File: src/rtl/lp_pinwake_pkg.sv
package lp_pinwake_pkg;
  typedef enum logic {
    MODE_CLOCK = 1'b0,
    MODE_LCD   = 1'b1
  } lp_mode_e;

  localparam int EVEN_MASK_BIT = 3;
  localparam int ODD_MASK_BIT  = 7;
endpackage

File: src/rtl/lp_pinwake_maskmem.sv
module lp_pinwake_maskmem #(
  parameter int NUM_PINS = 32,
  parameter int ADDR_W   = 4
) (
  input  logic                clk,
  input  logic                rst_n,
  input  logic                clr,
  input  logic                we,
  input  logic [ADDR_W-1:0]   addr,
  input  logic [7:0]          wdata,
  output logic [NUM_PINS-1:0] mask
);
  import lp_pinwake_pkg::*;
  localparam int WORDS = NUM_PINS / 2;

  for (genvar w = 0; w < WORDS; w++) begin : g_word
    always_ff @(posedge clk or negedge rst_n) begin
      if (!rst_n) begin
        mask[2*w]   <= 1'b0;
        mask[2*w+1] <= 1'b0;
      end else if (clr) begin
        mask[2*w]   <= 1'b0;
        mask[2*w+1] <= 1'b0;
      end else if (we && (int'(addr) == w)) begin
        mask[2*w]   <= wdata[EVEN_MASK_BIT];
        mask[2*w+1] <= wdata[ODD_MASK_BIT];
      end
    end
  end
endmodule

File: src/rtl/lp_pinwake_sync.sv
module lp_pinwake_sync #(
  parameter int W      = 32,
  parameter int STAGES = 2
) (
  input  logic         clk,
  input  logic         rst_n,
  input  logic [W-1:0] d,
  output logic [W-1:0] q
);
  logic [W-1:0] stage [STAGES];

  for (genvar s = 0; s < STAGES; s++) begin : g_stage
    always_ff @(posedge clk or negedge rst_n) begin
      if (!rst_n) stage[s] <= '0;
      else if (s == 0) stage[s] <= d;
      else stage[s] <= stage[(s == 0) ? 0 : s-1];
    end
  end

  assign q = stage[STAGES-1];
endmodule

File: src/rtl/lp_pinwake_match.sv
module lp_pinwake_match #(
  parameter int NUM_PINS   = 32,
  parameter int PORT_W     = 8,
  parameter int LCD_LO_BIT = 3
) (
  input  logic                         armed,
  input  lp_pinwake_pkg::lp_mode_e     mode,
  input  logic                         mux4,
  input  logic                         polarity,
  input  logic [NUM_PINS-1:0]          mask,
  input  logic [NUM_PINS-1:0]          pins_s,
  output logic                         hit
);
  import lp_pinwake_pkg::*;
  localparam int LCD_BASE = NUM_PINS - PORT_W + LCD_LO_BIT;

  logic [NUM_PINS-1:0] lcd_part;
  logic [NUM_PINS-1:0] part;
  logic [NUM_PINS-1:0] level_ok;
  logic                eff_pol;

  for (genvar i = 0; i < NUM_PINS; i++) begin : g_part
    assign lcd_part[i] = (i >= LCD_BASE);
  end

  always_comb begin
    eff_pol  = (mode == MODE_LCD && mux4) ? 1'b1 : polarity;
    part     = (mode == MODE_LCD) ? lcd_part : {NUM_PINS{1'b1}};
    level_ok = eff_pol ? pins_s : ~pins_s;
    hit      = armed && (|(mask & part & level_ok));
  end
endmodule

File: src/rtl/lp_pinwake.sv
module lp_pinwake #(
  parameter int NUM_PORTS   = 4,
  parameter int PORT_W      = 8,
  parameter int SYNC_STAGES = 2,
  parameter int LCD_LO_BIT  = 3,
  localparam int NUM_PINS   = NUM_PORTS * PORT_W,
  localparam int ADDR_W     = $clog2(NUM_PINS / 2)
) (
  input  logic                clk,
  input  logic                rst_n,
  input  logic                mem_we,
  input  logic [ADDR_W-1:0]   mem_addr,
  input  logic [7:0]          mem_wdata,
  input  logic                lp_rst,
  input  logic                lp_enable,
  input  logic                lp_enter,
  input  logic                wake,
  input  logic                lcd_mode,
  input  logic                mux4,
  input  logic                polarity,
  input  logic [NUM_PINS-1:0] pins,
  input  logic                active_match,
  input  logic                stat_clr,
  output logic                match_evt,
  output logic                armed,
  output logic                lp_status,
  output logic                irq
);
  import lp_pinwake_pkg::*;

  logic [NUM_PINS-1:0] mask;
  logic [NUM_PINS-1:0] pins_s;
  lp_mode_e            mode;

  assign mode = lp_mode_e'(lcd_mode);

  lp_pinwake_maskmem #(.NUM_PINS(NUM_PINS), .ADDR_W(ADDR_W)) u_mem (
    .clk(clk), .rst_n(rst_n), .clr(lp_rst), .we(mem_we),
    .addr(mem_addr), .wdata(mem_wdata), .mask(mask)
  );

  lp_pinwake_sync #(.W(NUM_PINS), .STAGES(SYNC_STAGES)) u_sync (
    .clk(clk), .rst_n(rst_n), .d(pins), .q(pins_s)
  );

  lp_pinwake_match #(.NUM_PINS(NUM_PINS), .PORT_W(PORT_W), .LCD_LO_BIT(LCD_LO_BIT)) u_match (
    .armed(armed), .mode(mode), .mux4(mux4), .polarity(polarity),
    .mask(mask), .pins_s(pins_s), .hit(match_evt)
  );

  always_ff @(posedge clk or negedge rst_n) begin
    if (!rst_n) begin
      armed     <= 1'b0;
      lp_status <= 1'b0;
      irq       <= 1'b0;
    end else begin
      if (wake) armed <= 1'b0;
      else if (lp_enter && lp_enable) armed <= 1'b1;

      if (match_evt) lp_status <= 1'b1;
      else if (stat_clr) lp_status <= 1'b0;

      irq <= match_evt | active_match;
    end
  end
endmodule

File: config.mk
export PLATFORM = sky130hd
export DESIGN_NAME = lp_pinwake
export DESIGN_NICKNAME = d
export VERILOG_FILES = /design/src/rtl/lp_pinwake_pkg.sv /design/src/rtl/lp_pinwake_maskmem.sv /design/src/rtl/lp_pinwake_sync.sv /design/src/rtl/lp_pinwake_match.sv /design/src/rtl/lp_pinwake.sv
export SDC_FILE = /design/constraint.sdc
export NUM_CORES = 1
export LEC_CHECK = 0
export BUFFER_PORTS_ARGS = -buffer_cell sky130_fd_sc_hd__buf_2
export CORE_MARGIN = 2
export CORE_UTILIZATION = 50
export CTS_CLUSTER_SIZE = 25
export DETAILED_ROUTE_END_ITERATION = 6
export PLACE_DENSITY = 0.75
export SETUP_SLACK_MARGIN = 0.3
export SLEW_MARGIN = 25
export SYNTH_ARGS = -nofsm -noshare
export SYNTH_HDL_FRONTEND = slang
export SYNTH_SLANG_ARGS = --single-unit
File: constraint.sdc
create_clock -name clk -period 1.5 [get_ports clk]
set_input_delay 0.15 -clock clk [delete_from_list [all_inputs] [get_ports clk]]
set_output_delay 0.15 -clock clk [all_outputs]
set_load 0.05 [all_outputs]
==> impl_metrics.sql, run 1 <==
INSERT INTO impl_metrics (metric_group, metric, value, unit) VALUES
('cells_and_area', 'final_cell_area', '4861', 'um2'),
('detailed_routing', 'drt_drc_violations_left', '0', ''),
('floorplan', 'effective_utilization_at_floorplan', '0.5235', ''),
('cells_and_area', 'synthToLayoutAreaGrowth', '35.18', '%'),
('floorplan', 'io-pin-count', '60', ''),
('timing', 'finClkSkew', '8.363', 'ps'),
('floorplan', 'die_height', '88.81', 'um'),
('critical_path', 'r2r.worst_path.cells', '7', ''),
('hold_path', 'hold_startpoint', 'lp_enter', ''),
('cts', 'clk_pin_slew', '90', 'ps'),
('logic_synthesis', 'netlist.area_leader.share', '0.6889', ''),
('logic_synthesis', 'synth_area_leaders', 'dfrtp_1 69%, a21oi_1 4.0%, nand2_1 3.8%', ''),
('cts', 'insertion_delay', '360', 'ps'),
('hold_path', 'hold_end', 'armed', ''),
('global_routing', 'grt_antenna_before_repair', '0', ''),
('detailed_routing', 'detail_route.wirelength', '7996', 'um'),
('global_routing', 'grt_pass1_vias', '2845', ''),
('logic_synthesis', 'synth.yosys.seq_area_share', '0.6889', ''),
('cts', 'cts_sinks', '99', ''),
('logic_synthesis', 'syn_nets', '356', ''),
('cells_and_area', 'drive_gt1_frac', '0.2682', ''),
('cells_and_area', 'fillCellCount', '464', ''),
('logic_synthesis', 'syn_area', '3596', 'um2'),
('pwr', 'ir_worst_vdd', '0.7400', 'mV'),
('critical_path', 'crit-reg2reg-capture', 'irq', ''),
('detailed_routing', 'ant_nets', '0', ''),
('placement', 'place_inst', '465', ''),
('placement', 'finalWeightedCongestion', '0.8729', ''),
('detailed_routing', 'drt_first_pass_iters', '6', ''),
('placement', 'dpl.hpwl', '5111', 'um'),
('timing', 'setup-violations-final', '3', ''),
('cts', 'clock-root-buffer', 'clkbuf_8', ''),
('logic_synthesis', 'post_synth.cell_area_avg', '11.99', 'um2'),
('outcome', 'run_status', 'finished, violations left', ''),
('pwr', 'cellLeakagePower', '0.002223', 'uW'),
('global_routing', 'grt_start_max_net_pins', '43', ''),
('timing', 'timing_worst_slew_pin_value', '618.9', 'ps'),
('timing', 'slew_headroom', '0.5874', ''),
('cts', 'clock_tree_from_tritoncts', 'built', ''),
('cts', 'h-tree-depth', '3', ''),
('timing', 'setup_slack', '-723.1', 'ps'),
('critical_path', 'cp_max_fo', '2', ''),
('critical_path', 'worst-setup-path-type', 'reg -> out', ''),
('hold_path', 'whs_path_depth', '3', ''),
('timing', 'final_min_period_over_clock_period', '1.482', ''),
('global_routing', 'globalRouteTotalUtil', '0.2252', ''),
('detailed_routing', 'route.detailed.wl_per_inst', '15.35', 'um'),
('critical_path', 'worst-endpoint-arrival', '2070', 'ps'),
('floorplan', 'design.core.area', '6869', 'um2'),
('critical_path', 'worst_setup_path_end_kind', 'primary output', ''),
('critical_path', 'r2r_setup_slack', '-290', 'ps'),
('logic_synthesis', 'ys_ff_latch', '99', ''),
('logic_synthesis', 'ys_types', '32', ''),
('detailed_routing', 'vias', '2771', ''),
('logic_synthesis', 'synthesis.yosys.warnings', '0', ''),
('cells_and_area', 'fin_cells', '521', ''),
('timing', 'rsz0062_at_grt', 'yes', ''),
('cts', 'clk_path_buf_depth', '2', ''),
('run', 'maximum_capacitance_violations', '0', ''),
('outcome', 'violated_checks', 'setup timing', ''),
('cells_and_area', 'finalNetCount', '476', ''),
('placement', 'port_buffers', '53', ''),
('timing', 'fmaxAchievable', '449.8', 'MHz'),
('logic_synthesis', 'yosysTopAreaCell', 'dfrtp_1', ''),
('logic_synthesis', 'synth_cells', '300', ''),
('timing', 'hold_viol', '0', ''),
('critical_path', 'worst_setup_path_start_kind', 'flop', ''),
('pwr', 'totalPowerFinal', '5075', 'uW'),
('hold_path', 'worstHoldPathType', 'in -> reg', ''),
('global_routing', 'global_route.overflow_total', '0', ''),
('detailed_routing', 'routed_via_density', '5.319', ''),
('critical_path', 'worst_ep_required_time', '1350', 'ps'),
('global_routing', 'grt_pass1_wl', '13090', 'um'),
('floorplan', 'die_width', '88.81', 'um'),
('critical_path', 'worstReg2RegStart', 'u_mem.mask[14]', ''),
('placement', 'dpl_cell_area', '4189', 'um2'),
('detailed_routing', 'count_of_routing_violations_after_the_opening_detailed_route_iteration', '282', ''),
('cts', 'tritoncts.num_buffers', '9', ''),
('pwr', 'power.density_cell_area', '1044', 'nW/um2'),
('floorplan', 'fp.dieArea', '7886', 'um2'),
('cells_and_area', 'antenna_cells', '0', ''),
('timing', 'slew_violations', '0', ''),
('floorplan', 'rows', '30', ''),
('timing', 'final.min_clock_period', '2223', 'ps');
## sequential cells by signal, indices dropped and copies added, names as in the netlist
signal / flops
lp_status: 1
u_sync.q: 32
u_mem.mask: 32
irq: 1
armed: 1
u_sync.stage: 32
## Yosys cell counts
cell type and n:
a2111oi_2 1, a21boi_2 1, or2_2 2, nor2b_1 5, xor2_1 9, clkbuf_1 8, a222oi_1 6, nand2b_1 5
o2111ai_1 1, nor3b_2 1, a41o_1 1, a221oi_1 3, nand3b_1 1, o21ai_0 20, a21oi_4 1, nand3_1 8
nand2_1 36, and3_1 1, a22o_1 2, dfrtp_1 99, inv_1 18, nor2_1 19, or4_1 1, mux2i_1 6
xnor2_1 2, o21ai_1 1, nand4_1 2, o22ai_1 4, a21oi_1 29, nor3b_1 1, buf_6 1, a22oi_1 5
## cells in the final DEF (no fill, tap or decap), types with 3 or more instances in the layout
cell type | synthesis | layout
mux2i_1 | 6 | 6
buf_12 | 0 | 3
nand2_1 | 36 | 36
dlygate4sd3_1 | 0 | 35
nor2_1 | 19 | 19
a21oi_1 | 29 | 29
inv_1 | 18 | 18
nor2b_1 | 5 | 3
clkbuf_8 | 0 | 12
a22oi_1 | 5 | 4
a222oi_1 | 6 | 6
xor2_1 | 9 | 9
nand2b_1 | 5 | 4
o21ai_0 | 20 | 20
dfrtp_1 | 99 | 98
o22ai_1 | 4 | 3
nand3_1 | 8 | 8
buf_2 | 0 | 49
buf_4 | 0 | 28
## cell type report
type                       instances  area, um2  area share
inverter                          18      67.56     0.01390
sequential                        99       2479      0.5099
clock buffer                      12      165.2     0.03398
clock inverter                     4      52.55     0.01081
timing repair buffer             118      899.6      0.1851
tap                               96      120.1     0.02471
multi-input combinational        174       1077      0.2216
## how the worst max path moves through the flow
stage,slack (ps),cells after the start,end,startpoint
floorplan,-110,6,match_evt,u_mem.mask[16]
global placement,-360,7,match_evt,u_mem.mask[15]
detailed placement,-390,7,match_evt,u_mem.mask[15]
CTS,-750,7,match_evt,u_mem.mask[4]
global route,-830,7,match_evt,u_mem.mask[14]
finish,-720,7,match_evt,u_mem.mask[14]
## stage by stage
step / hold WS, ps / util / setup WS [ps] / TNS [ps]
CTS: 4.323 / 0.6971 / -752.8 / -1355
finish: 46.17 / 0.7077 / -723.1 / -1303
floorplan: -145.6 / - / -111.2 / -120.3
global route: 52.03 / 0.7077 / -826.6 / -1590
global placement: 143.3 / 0.6098 / -356.1 / -860.3
detailed placement: 145.3 / 0.6098 / -393.2 / -976.2
## cell families after synthesis
group,Yosys count,synth area share
DFF,99,0.6889
buffers and inverters,27,0.03027
and+or+nand+nor,82,0.1044
xor gates and xnor gates,11,0.02679
AOI/OAI and AO/OA,75,0.1329
muxes,6,0.01670
## per-layer routing
layer,track usage,up-vias,wire length [um]
met4,0.07989,0,89
met2,0.3718,136,3980
met5,0,-,0
li1,-,1262,-
met3,0.08396,13,679
met1,0.2727,1360,3246
## critical path, cell delays in order, from the launching register on
cell and delay [ps]:
dfrtp_1 400, nor2b_4 140, a2111oi_4 330, nand3_1 160, a22oi_2 210, a41o_1 270
nand2b_4 70, buf_8 140
## what timing repair did
action | CTS | global route
endpoints found under the setup margin | 4 | 5
buffers inserted | 2 | 3
hold endpoints to repair | 68 | 0
pin swaps | 5 | 9
hold buffers | 35 | 0
resized for setup | 5 | 10
## report_power, final
group / switching [uW] / internal [uW] / leakage, uW
Sequential: 53.1 / 2770 / 0.00123
Clock: 869 / 917 / 0.000113
Combinational: 248 / 218 / 0.000882
Power figures use the tool's default switching activity.
==> inputs of run 2 (changes only) <==
- PLACE_DENSITY: 0.75 -> not set
- PLACE_DENSITY_LB_ADDON: not set -> 0.1
==> run 2 against run 1 <==
Net effect:
- the run still ends with setup timing left
- die area unchanged
- clock power increased by 7%
- clock skew decreased by 2.6 ps
- design area increased by 0.41%
- via count decreased by 3.2%
- largest power group unchanged
- highest routed layer unchanged
==> impl_metrics.sql, run 2 (synthesized netlist as in run 1, its figures left out) <==
INSERT INTO impl_metrics (metric_group, metric, value, unit) VALUES
('cells_and_area', 'fillCellCount', '468', ''),
('global_routing', 'grt_pass1_wl', '12760', 'um'),
('global_routing', 'global_route.overflow_total', '0', ''),
('detailed_routing', 'routed_via_density', '5.126', ''),
('hold_path', 'worstHoldPathType', 'in -> reg', ''),
('timing', 'rsz0062_at_grt', 'yes', ''),
('detailed_routing', 'route.detailed.wl_per_inst', '14.52', 'um'),
('timing', 'timing_worst_slew_pin_value', '612.6', 'ps'),
('cells_and_area', 'final_common_cell', 'dfrtp_1', ''),
('timing', 'slew_violations', '0', ''),
('outcome', 'violated_checks', 'setup timing', ''),
('critical_path', 'r2r_setup_slack', '-340', 'ps'),
('critical_path', 'cp_max_fo', '2', ''),
('floorplan', 'die_width', '88.81', 'um'),
('floorplan', 'effective_utilization_at_floorplan', '0.5235', ''),
('global_routing', 'grt_start_max_net_pins', '49', ''),
('timing', 'final_min_period_over_clock_period', '1.465', ''),
('cells_and_area', 'post-route-util', '0.7106', ''),
('timing', 'finClkSkew', '5.768', 'ps'),
('critical_path', 'worst_setup_path_start_kind', 'flop', ''),
('cells_and_area', 'drive_gt1_frac', '0.2717', ''),
('timing', 'fmaxAchievable', '454.9', 'MHz'),
('cts', 'h-tree-depth', '3', ''),
('critical_path', 'worst-endpoint-arrival', '2050', 'ps'),
('placement', 'pre_cts_slack', '-430.2', 'ps'),
('cells_and_area', 'synthToLayoutAreaGrowth', '35.73', '%'),
('floorplan', 'die_height', '88.81', 'um'),
('cts', 'clk_pin_slew', '100', 'ps'),
('cells_and_area', 'antenna_cells', '0', ''),
('critical_path', 'timing.critical_path.from', 'u_mem.mask[23]', ''),
('detailed_routing', 'count_of_routing_violations_after_the_opening_detailed_route_iteration', '185', ''),
('detailed_routing', 'drt_first_pass_iters', '5', ''),
('detailed_routing', 'top_layer_used', 'met4', ''),
('cells_and_area', 'commonest_cells_after_routing_fill_and_taps_aside', '99 x dfrtp_1, 49 x buf_2, 35 x dlygate4sd3_1, 34 x nand2_1, 30 x buf_4', ''),
('detailed_routing', 'vias', '2681', ''),
('placement', 'port_buffers', '53', ''),
('timing', 'final.min_clock_period', '2198', 'ps'),
('placement', 'dpl.hpwl', '5091', 'um'),
('cts', 'clock_tree_from_tritoncts', 'built', ''),
('cts', 'clk_path_buf_depth', '2', ''),
('run', 'maximum_capacitance_violations', '0', ''),
('critical_path', 'worst_ep_required_time', '1350', 'ps'),
('critical_path', 'r2r.worst_path.cells', '8', ''),
('detailed_routing', 'ant_nets', '0', ''),
('cts', 'insertion_delay', '360', 'ps'),
('timing', 'slew_headroom', '0.5916', ''),
('floorplan', 'design.core.area', '6869', 'um2'),
('detailed_routing', 'met3WireLength', '448', 'um'),
('placement', 'finalWeightedCongestion', '0.8718', ''),
('detailed_routing', 'drt_drc_violations_left', '0', ''),
('critical_path', 'worst_setup_path_end_kind', 'primary output', ''),
('timing', 'setup-violations-final', '3', ''),
('pwr', 'ir_worst_vdd', '0.6486', 'mV'),
('pwr', 'power.density_cell_area', '1066', 'nW/um2'),
('cells_and_area', 'finalNetCount', '478', ''),
('detailed_routing', 'met2WireLength', '3762', 'um'),
('cts', 'clock-root-buffer', 'clkbuf_8', ''),
('outcome', 'run_status', 'finished, violations left', ''),
('timing', 'hold_viol', '0', ''),
('critical_path', 'crit-reg2reg-capture', 'lp_status', ''),
('global_routing', 'grt_pass1_vias', '2707', ''),
('timing', 'timing.hold.ws', '21.31', 'ps'),
('critical_path', 'worstSetupEndpoint', 'match_evt', ''),
('detailed_routing', 'detail_route.wirelength', '7595', 'um'),
('global_routing', 'grt_antenna_before_repair', '0', ''),
('detailed_routing', 'wire_length_the_detailed_router_placed_on_met1', '3283', 'um'),
('floorplan', 'fp.dieArea', '7886', 'um2'),
('floorplan', 'io-pin-count', '60', ''),
('cts', 'cts_sinks', '99', ''),
('global_routing', 'globalRouteTotalUtil', '0.2167', ''),
('critical_path', 'worst-setup-path-type', 'reg -> out', ''),
('cts', 'tritoncts.num_buffers', '9', ''),
('timing', 'setup_slack', '-698.2', 'ps'),
('critical_path', 'worstReg2RegStart', 'u_mem.mask[23]', ''),
('floorplan', 'rows', '30', ''),
('pwr', 'totalPowerFinal', '5204', 'uW'),
('pwr', 'cellLeakagePower', '0.002238', 'uW');
## run 2: critical path, stage by stage, from the launching register on
cell      delay, ps
dfrtp_1         390
inv_1            50
o22ai_1          60
or4_1           530
o21ai_2         170
a41o_1          260
nand2b_4         70
buf_8           150
## run 2: per-layer routing
metal / vias to the layer above / GRT usage
met1: 1324 / 0.2889
li1: 1271 / -
met4: 0 / 0.07713
met3: 10 / 0.05504
met2: 76 / 0.3474
met5: - / 0
## run 2: what timing repair did
action,4_1_cts,5_1_grt
endpoints found under the hold margin,60,0
pin swaps,3,5
setup buffers,2,2
endpoints found under the setup margin,4,4
gates resized for setup,8,6
hold buffers,35,0
## run 2: layout make-up
cell class                      count  area, um2  share of cell area
Inverter                           18      67.56             0.01384
Clock buffer                        9      123.9             0.02538
Sequential cell                    99       2477              0.5076
Tap cell                           96      120.1             0.02461
Multi-Input combinational cell    174       1071              0.2194
Timing Repair Buffer              120      914.6              0.1874
Clock inverter                      7      106.4             0.02179
## run 2: per-stage QoR
step / setup TNS, ps / cells / instance area, um2
final: -1379 / 523 / 4881
after global routing: -1707 / 523 / 4881
after CTS: -1498 / 521 / 4833
after detailed placement: -1116 / 468 / 4212
after global placement: -909.7 / 468 / 4212
after floorplan: -120.3 / 300 / 3617
## run 2: how the worst min path moves through the flow
stage / from / to / slack (ps) / cells past startpoint
floorplan: rst_n / armed / -150 / 0
global placement: rst_n / u_sync.q[6] / 90 / 1
detailed placement: rst_n / u_sync.q[6] / 100 / 1
CTS: lp_enable / armed / 9 / 3
global route: lp_enter / armed / 40 / 3
finish: lp_enable / armed / 20 / 3
## run 2: where the power goes
group / internal (uW) / switching, uW / total, uW / leakage [uW]
combinational: 218 / 242 / 460 / 0.000892
sequential: 2770 / 49.8 / 2820 / 0.00123
clock: 972 / 953 / 1920 / 0.000117
total: 3960 / 1240 / 5200 / 0.00224
